## config.mk

```make
export PLATFORM = sky130hd
export DESIGN_NAME = link_train_gate
export DESIGN_NICKNAME = d
export VERILOG_FILES = /design/src/rtl/link_train_gate.sv
export SDC_FILE = /design/constraint.sdc
export NUM_CORES = 1
export LEC_CHECK = 0
export BUFFER_PORTS_ARGS = -buffer_cell sky130_fd_sc_hd__clkbuf_2
export CORE_MARGIN = 3
export CORE_UTILIZATION = 60
export DETAILED_ROUTE_END_ITERATION = 8
export MAX_ROUTING_LAYER = met4
export PLACE_DENSITY = 0.86
export SLEW_MARGIN = 20
export SYNTH_ARGS = -nofsm -noshare
export SYNTH_HDL_FRONTEND = slang
export SYNTH_SLANG_ARGS = --single-unit
export TNS_END_PERCENT = 5
```

## constraint.sdc

```tcl
create_clock -name clk -period 5.9 [get_ports clk]
set_input_delay 1.77 -clock clk [delete_from_list [all_inputs] [get_ports clk]]
set_output_delay 1.77 -clock clk [all_outputs]
set_load 0.02 [all_outputs]
```

## src/rtl/link_train_gate.sv

```systemverilog
module link_train_gate #(
  parameter int PAT_LEN = 20,
  parameter int IVL_MAX = 4096,
  parameter int REP_W   = 8,
  localparam int POS_W  = $clog2(PAT_LEN),
  localparam int IVL_W  = $clog2(IVL_MAX + 1),
  localparam int CNT_W  = REP_W + 1
) (
  input  logic             clk,
  input  logic             rst,
  input  logic [REP_W-1:0] rep_cnt,
  input  logic             sync_ok,
  input  logic             burst_edge,
  output logic             train_sel,
  output logic             pat_strobe,
  output logic [POS_W-1:0] word_idx
);

  logic [REP_W-1:0] rep_q;
  logic [CNT_W-1:0] reps_left;
  logic [IVL_W-1:0] ivl;
  logic             train;
  logic [POS_W-1:0] pos;

  wire             due      = (ivl == IVL_W'(IVL_MAX));
  wire [CNT_W-1:0] rep_eff  = (rep_q == '0) ? {1'b1, {REP_W{1'b0}}} : {1'b0, rep_q};
  wire             pat_end  = train && (pos == POS_W'(PAT_LEN - 1));
  wire             more     = (reps_left > CNT_W'(1));

  always_ff @(posedge clk) begin
    if (rst) begin
      rep_q     <= rep_cnt;
      train     <= 1'b0;
      pos       <= '0;
      reps_left <= '0;
      ivl       <= '0;
    end else if (!train) begin
      if (!sync_ok) begin
        train     <= 1'b1;
        pos       <= '0;
        reps_left <= '0;
      end else if (due && burst_edge) begin
        train     <= 1'b1;
        pos       <= '0;
        reps_left <= rep_eff;
      end else if (!due) begin
        ivl <= ivl + 1'b1;
      end
    end else if (pat_end) begin
      pos <= '0;
      if (more)
        reps_left <= reps_left - 1'b1;
      else if (!sync_ok)
        reps_left <= '0;
      else begin
        train <= 1'b0;
        ivl   <= '0;
      end
    end else begin
      pos <= pos + 1'b1;
    end
  end

  assign train_sel  = train;
  assign pat_strobe = train && (pos == '0);
  assign word_idx   = pos;

  a_r1_clear_after_reset: assert property (@(posedge clk) disable iff (rst)
    $past(rst) |-> (!train_sel && !pat_strobe && word_idx == '0));

  a_r2_start_cause: assert property (@(posedge clk) disable iff (rst)
    $rose(train_sel) |-> ($past(!sync_ok) || $past(burst_edge)));

  a_r3_word_step: assert property (@(posedge clk) disable iff (rst)
    (train_sel && $past(train_sel) && !$past(rst)) |->
      (word_idx == (($past(word_idx) == POS_W'(PAT_LEN - 1)) ? '0 : $past(word_idx) + 1'b1)));

  a_r6_sync_loss_start: assert property (@(posedge clk) disable iff (rst)
    (!train_sel && !sync_ok) |=> train_sel);

  a_r7_end_on_pattern_with_sync: assert property (@(posedge clk) disable iff (rst)
    $fell(train_sel) |-> ($past(word_idx) == POS_W'(PAT_LEN - 1) && $past(sync_ok)));

  a_r9_interval_due: assert property (@(posedge clk) disable iff (rst)
    ($rose(train_sel) && $past(sync_ok)) |-> $past(ivl) == IVL_W'(IVL_MAX));

endmodule

```

Word level (Yosys, flattened, before mapping)
Cells that the tools add are included.
{"block": "totals", "ff_bits": 36}
{"block": "op_classes", "add_sub_neg": 3, "order_cmp": 1, "n_eq_ne": 9, "mux": 24, "n_reduce_logical": 8}
{"op": "two-way mux 13 bit", "n": 7}
{"op": "two-way mux 9 bit", "n": 7}
{"op": "two-way mux 5 bit", "n": 4}
{"op": "adder 13 x 1 -> 13 bit (second input constant)", "n": 1}
{"op": "equality test 13 bit (second input constant)", "n": 1}
{"op": "> comparator 9 x 1 -> 1 bit (second input constant)", "n": 1}
{"op": "subtractor 9 x 1 -> 9 bit (second input constant)", "n": 1}
{"op": "zero test 8 bit", "n": 1}
{"op": "two-way mux 1 bit", "n": 6}
{"op": "inequality test 2 bit (second input constant)", "n": 3}
{"op": "inequality test 3 x 2 -> 1 bit (second input constant)", "n": 2}
{"op": "AND reduction 6 bit", "n": 1}
{"op": "adder 5 x 1 -> 5 bit (second input constant)", "n": 1}
{"op": "equality test 5 bit (second input constant)", "n": 1}
{"op": "zero test 5 bit", "n": 1}
{"op": "logical AND 1 bit", "n": 3}
{"op": "inequality test 3 x 1 -> 1 bit (second input constant)", "n": 1}
{"op": "AND reduction 3 bit", "n": 1}
{"op": "inequality test 2 x 1 -> 1 bit (second input constant)", "n": 1}
{"op": "nonzero test 2 bit", "n": 1}

Depth between registers and ports, before layout
Gate-level depths: netlist (run 1).
{"block": "depth", "depth_word": 5, "ltp_mapped": 8, "depth_no_buf": 7}

Worst setup path before layout (run 1)
No wires, ideal clock.
{"block": "synth_timing", "kind": "register -> output", "from": "register train (netlist: train_sel)", "to": "output port pat_strobe", "t_arrival_ps": 1589, "required_time_ps": 4130, "setup_slack_ps": 2541, "stages_incl_launch_ff": 5, "n_path_buf": 2, "path_cell_list": "dfxtp_1 > buf_4 > clkbuf_1 > nand2_1 > nor4_1"}
{"block": "synth_between", "elab_chain_len": 1}
{"item": "from (decl)", "line": "22", "source": "logic train;"}
{"item": "from (signal assigned)", "line": "33", "source": "train <= 1'b0;"}
{"item": "from (signal assigned)", "line": "39", "source": "train <= 1'b1;"}
{"item": "from (signal assigned)", "line": "43", "source": "train <= 1'b1;"}
{"item": "logical AND 1 bit", "line": "65", "source": "assign pat_strobe = train && (pos == '0);"}
{"item": "to (decl)", "line": "15", "source": "output logic pat_strobe,"}
Every way passes these cells.

Worst setup path in the final report (run 1)
Same ends and word-level chain as after synthesis.

==> run metrics, run 1 <==
data arrival time of the critical path=about 1.7 ns; Crit path required time=4.13 ns; setup TNS=0 ns; most instantiated flip-flop cell in the synthesis netlist=sky130_fd_sc_hd__dfxtp_1; Core Footprint=3078 um2; H-tree Lvls=2; slew at the pin with the worst max-slew slack=just over 0.9 ns; signed area change from the synthesized netlist to the final layout=9.132%; global route hottest layer=met2; wire length of the first global-routing pass=just over 7000 um; Final period util=59.38%; hold_buf cts=0; status=completed; count of endpoints failing setup in the final report=0; horizontal die dimension=between 60 and 70 um; number of setup buffers added after CTS=0; port buffer count=18; EDFF count, synth=8; total count of max-transition violations in the final report=0; post-synthesis register bit count=36; Placed Instances=roughly 270; total standard cell area after synthesis=between 1500 and 2000 um2; fraction of the yosys area taken by sequential cells=between 40% and 50%; Post-CTS Resized=0; Overall Global Routing Usage=about a quarter; clock insertion delay at the later pin of the skew report=about 0.36 ns; met1 track utilization from global routing=between 30% and 40%; met3 GRT Util=7.014%; Clock Sink Count=36; nets@finish=between 200 and 300; most common library cells after synthesis=sky130_fd_sc_hd__dfxtp_1, sky130_fd_sc_hd__nand2_1, sky130_fd_sc_hd__nor2_1; slack of the worst reg-to-reg path=about 3.6 ns; most area-hungry cell type in the Yosys netlist=sky130_fd_sc_hd__dfxtp_1; Starting Density=a little over three fifths; initial antenna violation count=0; Antenna Cells=0; IO Count=19; area share of the largest cell type after synthesis=between 20 and 30%; Max Clock Skew=just under 0.01 ns; HP Start=ivl[12]$_SDFFE_PP0P_; Startpoint Class=register; top post-synthesis cells by area=sky130_fd_sc_hd__dfxtp_1, sky130_fd_sc_hd__edfxtp_1, sky130_fd_sc_hd__a21oi_1; clock-pin transition on the worst setup and hold timing paths=about 0.12 ns; FMAX=285.4 MHz; maximum number of pins on one net before global-route repair=36; capture point of the worst reg-to-reg path=reps_left[8]$_SDFFE_PP0P_; via count of the first global-routing pass=1618; unrepaired setup endpoints after global routing=no; Antenna Violating Nets Remaining=0; class of the most critical setup path=reg2out; Yosys warning total=0; Vias per Instance=roughly 6.3; maximum number of buffers from clock root to sink=2; type of destination of the critical path=output pin; final weighted congestion of routability-driven global placement=0.8298; # Max-Cap Violations=0; DRC Markers=0; class of the worst hold path=reg2reg; Mapped Cells=220; Cell Count, Final, Fillers Out=roughly 280; placed cell area=about 2000 um2; leakage power=approximately 0.79 nW; number of library cell types mapped by synthesis=55; via total after detailed routing=around 1.8k; count of endpoints failing hold in the final timing report=0; worst slew slack as a fraction of its limit=roughly two fifths; final critical-path required period=3.504 ns; count of fill cells added during filler insertion=256; average size of a mapped cell=8.844 um2; total CTS buffers=5; fraction of final layout cells with drive strength greater than 1=between 10% and 20%; floorplan die height=62.95 um; crit path max fanout=20; Total Routed Length=4151 um; total nets after synthesis=between 200 and 250; async set-or-reset flop fraction in the synthesized netlist=0%; IR Drop Worst-Case VDD=between 0.15 and 0.2 mV; Finished Cell Area=around 2100 um2; Cell Rows=20; estimated wirelength of the detail-placed design=around 2800 um; Hold Crit Endpoint=ivl[12]$_SDFFE_PP0P_; GRT Residual Overflow=0; worst hold slack across all endpoints=roughly 0.50 ns; TritonCTS clock tree=yes; power density normalized to cell area=approximately 270 nW/um2; most frequently used cell type in the post-synthesis netlist=sky130_fd_sc_hd__dfxtp_1; area of the die=3962 um2; WL/cell=roughly 15 um; PnR Total Power=0.5658 mW; met2 layer usage reported by global route=between 30% and 40%; First DRT Iteration DRCs=between 150 and 200; Worst Reg-to-Reg Cells=7; Worst Hold Path Cells=1; number of search-and-repair iterations in the first detailed-routing pass=4; clock root cell=sky130_fd_sc_hd__clkbuf_4; critical register-to-register path startpoint=reps_left[0]$_SDFFE_PP0P_
==> metal layers <==
layer	vias up	part of all wire, %
met4	0	1.9
met2	76	45
met1	823	45
li1	860	-
met5	-	0
met3	8	8.4
==> power by group <==
part | leakage [nW] | internal, mW | total, mW | switching, mW
logic | 0.446 | 0.0434 | 0.108 | 0.0650
registers | 0.306 | 0.265 | 0.281 | 0.0158
clock network | 0.0412 | 0.0883 | 0.177 | 0.0884
==> worst max path at each step <==
stage / depth (start not counted) / slack (ns) / start / endpoint
global route: 3 / 2.20 / train_sel$_SDFF_PP0_ / pat_strobe
global placement: 6 / 2.64 / sync_ok / ivl[9]$_SDFFE_PP0P_
detailed placement: 6 / 2.58 / sync_ok / ivl[9]$_SDFFE_PP0P_
finish: 3 / 2.40 / train_sel$_SDFF_PP0_ / pat_strobe
floorplan: 4 / 2.54 / train_sel$_SDFF_PP0_ / pat_strobe
CTS: 3 / 2.42 / train_sel$_SDFF_PP0_ / pat_strobe
==> cell usage in the layout, fill, tap and decap left out, drive strengths merged, types with 5 or more instances in the layout <==
cell    count
nand2      24
a21oi      19
nor4        5
edfxtp      8
ha          6
inv         8
clkbuf     23
nor3        8
dfxtp      28
nor2       22
nand3      11
a311oi      7
o21ai      11
==> critical path, cell delays in order, from the launching register on <==
cell,delay (ns)
sky130_fd_sc_hd__dfxtp_1,0.85
sky130_fd_sc_hd__nand2_1,0.13
sky130_fd_sc_hd__nor4_1,0.18
sky130_fd_sc_hd__clkbuf_2,0.21
==> per-stage QoR <==
| step | setup slack (ns) | utilization, % |
|---|---|---|
| floorplan | 2.541 | - |
| global placement | 2.638 | 66.38 |
| detailed placement | 2.583 | 66.38 |
| CTS | 2.416 | 68.98 |
| global route | 2.195 | 68.98 |
| finish | 2.396 | 68.98 |
==> flip-flops by register name, summed over array words and instances, names as in the netlist <==
name,cells
reps_left,9
ivl,13
rep_q,8
word_idx,5
train_sel,1
==> layout make-up <==
type                       instances  area, um2  area share, %
inverter                           8      30.03          1.414
multi-input combinational        167       1067          50.26
clock buffer                       5      37.54          1.768
sequential                        36      800.8          37.71
tap                               44      55.05          2.593
clock inverter                     3      42.54          2.004
timing repair buffer              18      90.09          4.243
==> cells by family (layout without fill, tap and decap cells) <==
kind of cell	after synthesis	count (layout)	synth area share [%]
fa+ha+maj	6	6	3.858
simple gates	91	91	23.92
flops	36	36	41.16
compound gates	65	65	24.76
buf+inv	17	34	3.986
xor+xnor	4	4	1.801
mux	1	1	0.5145
Power figures use the tool's default switching activity.
==> run 2: changes to the inputs <==
CORE_UTILIZATION = 58   (was 60)
PLACE_DENSITY = 0.83   (was 0.86)
clock period = 3.7 ns   (was 5.9 ns; I/O delays follow)
==> run 2 against run 1 <==
  * Sequential power rose by 58%
  * Final cell count up 0.36%
  * Combinational power rose by 64%
  * Count of clock-buffer cells in the layout unchanged
  * Core utilization fell by 0.86 points
  * Final area up 0.35%
  * Clock skew increased by 0.0013 ns
  * Die area is 3.1% higher
  * Sequential share of layout area decreased by 0.13 points
  * Largest power group unchanged
  * Highest routed layer unchanged
==> run metrics, run 2 (synthesis gave the netlist of run 1 again) <==
FMAX=about 400 MHz; GRT Residual Overflow=0 (unchanged); clock root cell=sky130_fd_sc_hd__clkbuf_4; area of the die=4086 um2 (+3.1%); class of the worst hold path=reg2reg; setup TNS=0 ns (unchanged); Vias per Instance=6.124 (-2.6%); unrepaired setup endpoints after global routing=no; status=completed; initial antenna violation count=0 (unchanged); Post-CTS Resized=0 (unchanged); horizontal die dimension=63.92 um (+1.5%); maximum number of pins on one net before global-route repair=36 (unchanged); fraction of final layout cells with drive strength greater than 1=15.97% (+0.35 points); via total after detailed routing=1727 (-2.3%); TritonCTS clock tree=yes; number of search-and-repair iterations in the first detailed-routing pass=5 (+1); Placed Instances=274 (+0.37%); top register by number of flip-flops=ivl; count of endpoints failing hold in the final timing report=0 (unchanged); Cell Count, Final, Fillers Out=282 (+0.36%); DRC Markers=0 (unchanged); pre-CTS setup slack=1.031 ns (-1.552 ns); Starting Density=62.20% (-1.0 points); worst setup margin=1.220 ns (-1.177 ns); met1 track utilization from global routing=29.17% (-0.84 points); crit path max fanout=5 (-75%); Overall Global Routing Usage=21.79% (-2.1 points); IR Drop Worst-Case VDD=0.2803 mV (+59%); met3 GRT Util=4.921% (-2.1 points); cell family contributing the most delay on the critical path=flip-flops; nets@finish=255 (+0.39%); WL/cell=14.31 um (-3.1%); wire length of the first global-routing pass=7141 um (-1.8%); Final period util=between 60 and 70%; Cell Rows=20 (unchanged); Startpoint Class=register; hold_buf cts=0 (unchanged); worst slew slack as a fraction of its limit=39.18% (+0.61 points); most common cell after layout, fill and taps aside=sky130_fd_sc_hd__dfxtp_1; total count of max-transition violations in the final report=0 (unchanged); clock-pin transition on the worst setup and hold timing paths=0.11 ns (about the same); PnR Total Power=0.8960 mW (+58%); signed area change from the synthesized netlist to the final layout=9.517%; clock insertion delay at the later pin of the skew report=0.33 ns (-0.03 ns); number of setup buffers added after CTS=0 (unchanged); First DRT Iteration DRCs=176 (+11%); Max Clock Skew=0.01111 ns (+0.001255 ns); leakage power=0.7976 nW (+0.63%); Clock Sink Count=36 (unchanged); slew at the pin with the worst max-slew slack=0.9104 ns (-0.009095 ns); count of endpoints failing setup in the final report=0 (unchanged); cell with the largest stage delay on the worst path=sky130_fd_sc_hd__dfxtp_1; Crit path required time=2.59 ns (-1.54 ns); estimated wirelength of the detail-placed design=2789 um (+0.54%); Core Footprint=3128 um2 (+1.6%); commonest cells after routing, fill and taps aside=sky130_fd_sc_hd__dfxtp_1, sky130_fd_sc_hd__nand2_1, sky130_fd_sc_hd__nor2_1, sky130_fd_sc_hd__a21oi_1, sky130_fd_sc_hd__clkbuf_2; critical path buffer and inverter count=2 (+1); global route hottest layer=met2; power density normalized to cell area=420.5 nW/um2 (+58%); IO Count=19 (unchanged); Antenna Violating Nets Remaining=0 (unchanged); H-tree Lvls=2 (unchanged); Total Routed Length=4035 um (-2.8%); data arrival time of the critical path=1.37 ns (-0.36 ns); count of fill cells added during filler insertion=255 (-0.39%); type of destination of the critical path=output pin; total CTS buffers=5 (unchanged); via count of the first global-routing pass=1618 (unchanged); port buffer count=18 (unchanged); Antenna Cells=0 (unchanged); floorplan die height=63.92 um (+1.5%); longest individual stage delay on the worst path=0.37 ns (-0.48 ns); maximum number of buffers from clock root to sink=2 (unchanged); final weighted congestion of routability-driven global placement=0.8502 (+2.5%); registers with the most flip-flops=ivl x13, reps_left x9, rep_q x8; met2 layer usage reported by global route=32.90% (-2.3 points); Largest register FFs=13 (unchanged); final critical-path required period=between 2 and 2.5 ns; # Max-Cap Violations=0 (unchanged); class of the most critical setup path=reg2out; ordered cell list for the critical path=inv_1 -> ha_1 -> nand2_1 -> nor4_1 -> clkbuf_2
-- run 2: per-stage QoR --
step | hold slack (ns) | util, % | area, um2
2_1_floorplan | 0.4423 | - | 1946
3_5_place_dp | 0.4798 | 65.56 | 2051
5_1_grt | 0.5107 | 68.12 | 2131
6_report | 0.5057 | 68.12 | 2131
4_1_cts | 0.4964 | 68.12 | 2131
3_3_place_gp | 0.4743 | 65.56 | 2051
-- run 2: cell type report --
| class | instances | area [um2] | share of cell area (%) |
|---|---|---|---|
| Sequential cell | 36 | 800.8 | 37.58 |
| Multi-Input combinational cell | 167 | 1067 | 50.09 |
| Clock inverter | 3 | 42.54 | 1.996 |
| Inverter | 8 | 30.03 | 1.409 |
| Clock buffer | 5 | 37.54 | 1.762 |
| Tap cell | 44 | 55.05 | 2.584 |
| Timing Repair Buffer | 19 | 97.59 | 4.580 |
-- run 2: path summary, 6_finish.rpt --
path | start | end | slack (ns) | depth (start not counted)
worst max-delay path | word_idx[0]$_SDFFE_PP0P_ | pat_strobe | 1.22 | 5
worst min-delay path | ivl[12]$_SDFFE_PP0P_ | ivl[12]$_SDFFE_PP0P_ | 0.51 | 1
worst max register to register | reps_left[5]$_SDFFE_PP0P_ | ivl[8]$_SDFFE_PP0P_ | 1.46 | 5
worst min register to register | ivl[12]$_SDFFE_PP0P_ | ivl[12]$_SDFFE_PP0P_ | 0.51 | 1
-- run 2: metal layers --
metal / wire length (um) / vias up
li1: - / 872
met1: 2053 / 796
met2: 1751 / 52
met3: 185 / 7
met4: 44 / 0
met5: 0 / -
-- run 2: worst reg2reg max path: cells and delay by family, from the launching register on --
| kind | cells | cell delay (ns) |
|---|---|---|
| AO/OA/AOI/OAI | 4 | 1.16 |
| flip-flops | 1 | 0.38 |
| AND/OR/NAND/NOR | 1 | 0.57 |
-- run 2: report_power, final --
group | internal [mW] | switching, mW
Sequential | 0.422 | 0.0201
Clock | 0.141 | 0.135
Combinational | 0.0703 | 0.107
==> run 3: changes to the inputs <==
clock period = 2.4 ns   (was 3.7 ns; I/O delays follow)
==> run 3 against run 2 <==
  * Worst hold slack worse by 0.019 ns
  * Largest power group unchanged
  * Count of clock-buffer cells in the layout rose by 3
  * Final area up 2.3%
  * Critical path type is now reg2reg
  * Total power rose by 50%
==> run metrics, run 3 (synthesis gave the netlist of run 1 again) <==
status=completed; signed area change from the synthesized netlist to the final layout=12.03%; ordered cell list for the critical path=inv_1 -> ha_1 -> or3b_1 -> or4_2 -> o31a_1 -> o32ai_1; Largest register FFs=13 (unchanged); fraction of final layout cells with drive strength greater than 1=18.29% (+2.3 points); Max Clock Skew=0.008563 ns (-0.002551 ns); leakage power=0.8359 nW (+4.8%); class of the most critical setup path=reg2reg; horizontal die dimension=63.92 um (unchanged); Cell Rows=20 (unchanged); cell family contributing the most delay on the critical path=simple AND/OR/NAND/NOR gates; wire length of the first global-routing pass=7203 um (+0.87%); GRT Residual Overflow=0 (unchanged); floorplan die height=63.92 um (unchanged); Starting Density=62.20% (unchanged); longest individual stage delay on the worst path=0.59 ns (+0.22 ns); # Max-Cap Violations=0 (unchanged); H-tree Lvls=2 (unchanged); total CTS buffers=5 (unchanged); port buffer count=18 (unchanged); most common cell after layout, fill and taps aside=sky130_fd_sc_hd__dfxtp_1; class of the worst hold path=reg2reg; maximum number of buffers from clock root to sink=2 (unchanged); power density normalized to cell area=615.9 nW/um2 (+46%); pre-CTS setup slack=0.2123 ns (-0.8191 ns); area of the die=4086 um2 (unchanged); count of endpoints failing setup in the final report=0 (unchanged); IR Drop Worst-Case VDD=0.4100 mV (+46%); Final period util=between 90 and 100%; Antenna Violating Nets Remaining=0 (unchanged); crit path max fanout=6 (+1); initial antenna violation count=0 (unchanged); Overall Global Routing Usage=22.79% (+1.0 points); hold_buf cts=0 (unchanged); IO Count=19 (unchanged); slew at the pin with the worst max-slew slack=0.7686 ns (-0.1418 ns); Post-CTS Resized=0 (unchanged); Antenna Cells=0 (unchanged); Vias per Instance=6.255 (+2.1%); registers with the most flip-flops=ivl x13, reps_left x9, rep_q x8; count of endpoints failing hold in the final timing report=0 (unchanged); clock-pin transition on the worst setup and hold timing paths=0.11 ns (about the same); worst slew slack as a fraction of its limit=48.76% (+9.6 points); nets@finish=263 (+3.1%); estimated wirelength of the detail-placed design=2993 um (+7.3%); top register by number of flip-flops=ivl; maximum number of pins on one net before global-route repair=36 (unchanged); number of search-and-repair iterations in the first detailed-routing pass=4 (-1); First DRT Iteration DRCs=144 (-18%); WL/cell=14.53 um (+1.6%); setup TNS=0 ns (unchanged); critical path buffer and inverter count=1 (-1); final critical-path required period=2.218 ns; worst setup margin=0.1820 ns (-1.038 ns); unrepaired setup endpoints after global routing=no; via total after detailed routing=1814 (+5.0%); type of destination of the critical path=register; number of setup buffers added after CTS=0 (unchanged); Core Footprint=3128 um2 (unchanged); final weighted congestion of routability-driven global placement=0.8543 (+0.48%); clock insertion delay at the later pin of the skew report=0.34 ns (about the same); FMAX=450.9 MHz; data arrival time of the critical path=2.47 ns (+1.10 ns); via count of the first global-routing pass=1626 (+0.49%); cell with the largest stage delay on the worst path=sky130_fd_sc_hd__or4_2; Clock Sink Count=36 (unchanged); DRC Markers=0 (unchanged); clock root cell=sky130_fd_sc_hd__clkbuf_4; total count of max-transition violations in the final report=0 (unchanged); Crit path required time=2.65 ns (+0.06 ns); Total Routed Length=4215 um (+4.5%); Startpoint Class=register; TritonCTS clock tree=yes; commonest cells after routing, fill and taps aside=sky130_fd_sc_hd__dfxtp_1, sky130_fd_sc_hd__nand2_1, sky130_fd_sc_hd__nor2_1, sky130_fd_sc_hd__a21oi_1, sky130_fd_sc_hd__clkbuf_2
-- run 3: cell count changes in the layout (fill, tap and decap cells not counted), sizes merged --
cell | previous run | this run
buf | 1 | 9
clkbuf | 23 | 26
bufinv | 1 | 0
clkinv | 1 | 0
clkinvlp | 1 | 0
-- run 3: worst reg2reg max path, delay by kind of cell, from the launching register on --
kind | cells | cell delay, ns
simple gates | 2 | 0.98
flops | 1 | 0.37
fa+ha+maj | 1 | 0.22
buf+inv | 1 | 0.10
compound gates | 2 | 0.48
-- run 3: worst paths after layout --
| kind | startpoint | endpoint | slack (ns) | depth (start not counted) |
|---|---|---|---|---|
| max | reps_left[0]$_SDFFE_PP0P_ | reps_left[6]$_SDFFE_PP0P_ | 0.18 | 6 |
| min | ivl[12]$_SDFFE_PP0P_ | ivl[12]$_SDFFE_PP0P_ | 0.49 | 1 |
| max reg2reg | reps_left[0]$_SDFFE_PP0P_ | reps_left[6]$_SDFFE_PP0P_ | 0.18 | 6 |
| min reg2reg | ivl[12]$_SDFFE_PP0P_ | ivl[12]$_SDFFE_PP0P_ | 0.49 | 1 |
-- run 3: metrics by stage --
step                      std cells  hold WS (ns)  total power, mW  cell area, um2  util [%]
after floorplan                 220        0.4423           0.9069            1946         -
after global placement          282        0.4703           0.9796            2111     67.48
after detailed placement        282        0.4785           0.9847            2111     67.48
after CTS                       290        0.4919            1.352            2180     69.68
after global routing            290        0.5269            1.417            2180     69.68
final                           290        0.4871            1.342            2180     69.68
-- run 3: where the power goes --
part | switching, mW | leakage (nW) | internal [mW]
combinational | 0.175 | 0.491 | 0.122
clock | 0.194 | 0.0386 | 0.172
sequential | 0.0285 | 0.306 | 0.651
total | 0.397 | 0.836 | 0.945
-- run 3: per-layer routing --
metal / GRT usage [%] / share of wire (%)
met1: 29.31 / 44
met2: 35.48 / 46
met3: 4.745 / 8.1
met4: 8.086 / 1.5
met5: - / 0
-- run 3: final cells by class --
cell class / instances / area, um2
clock buffers: 8 / 68.82
fillers: 264 / 948.4
inverters: 8 / 30.03
multi-input cells: 167 / 1067
flip-flops and latches: 36 / 800.8
well taps: 44 / 55.05
repair buffers: 27 / 157.7
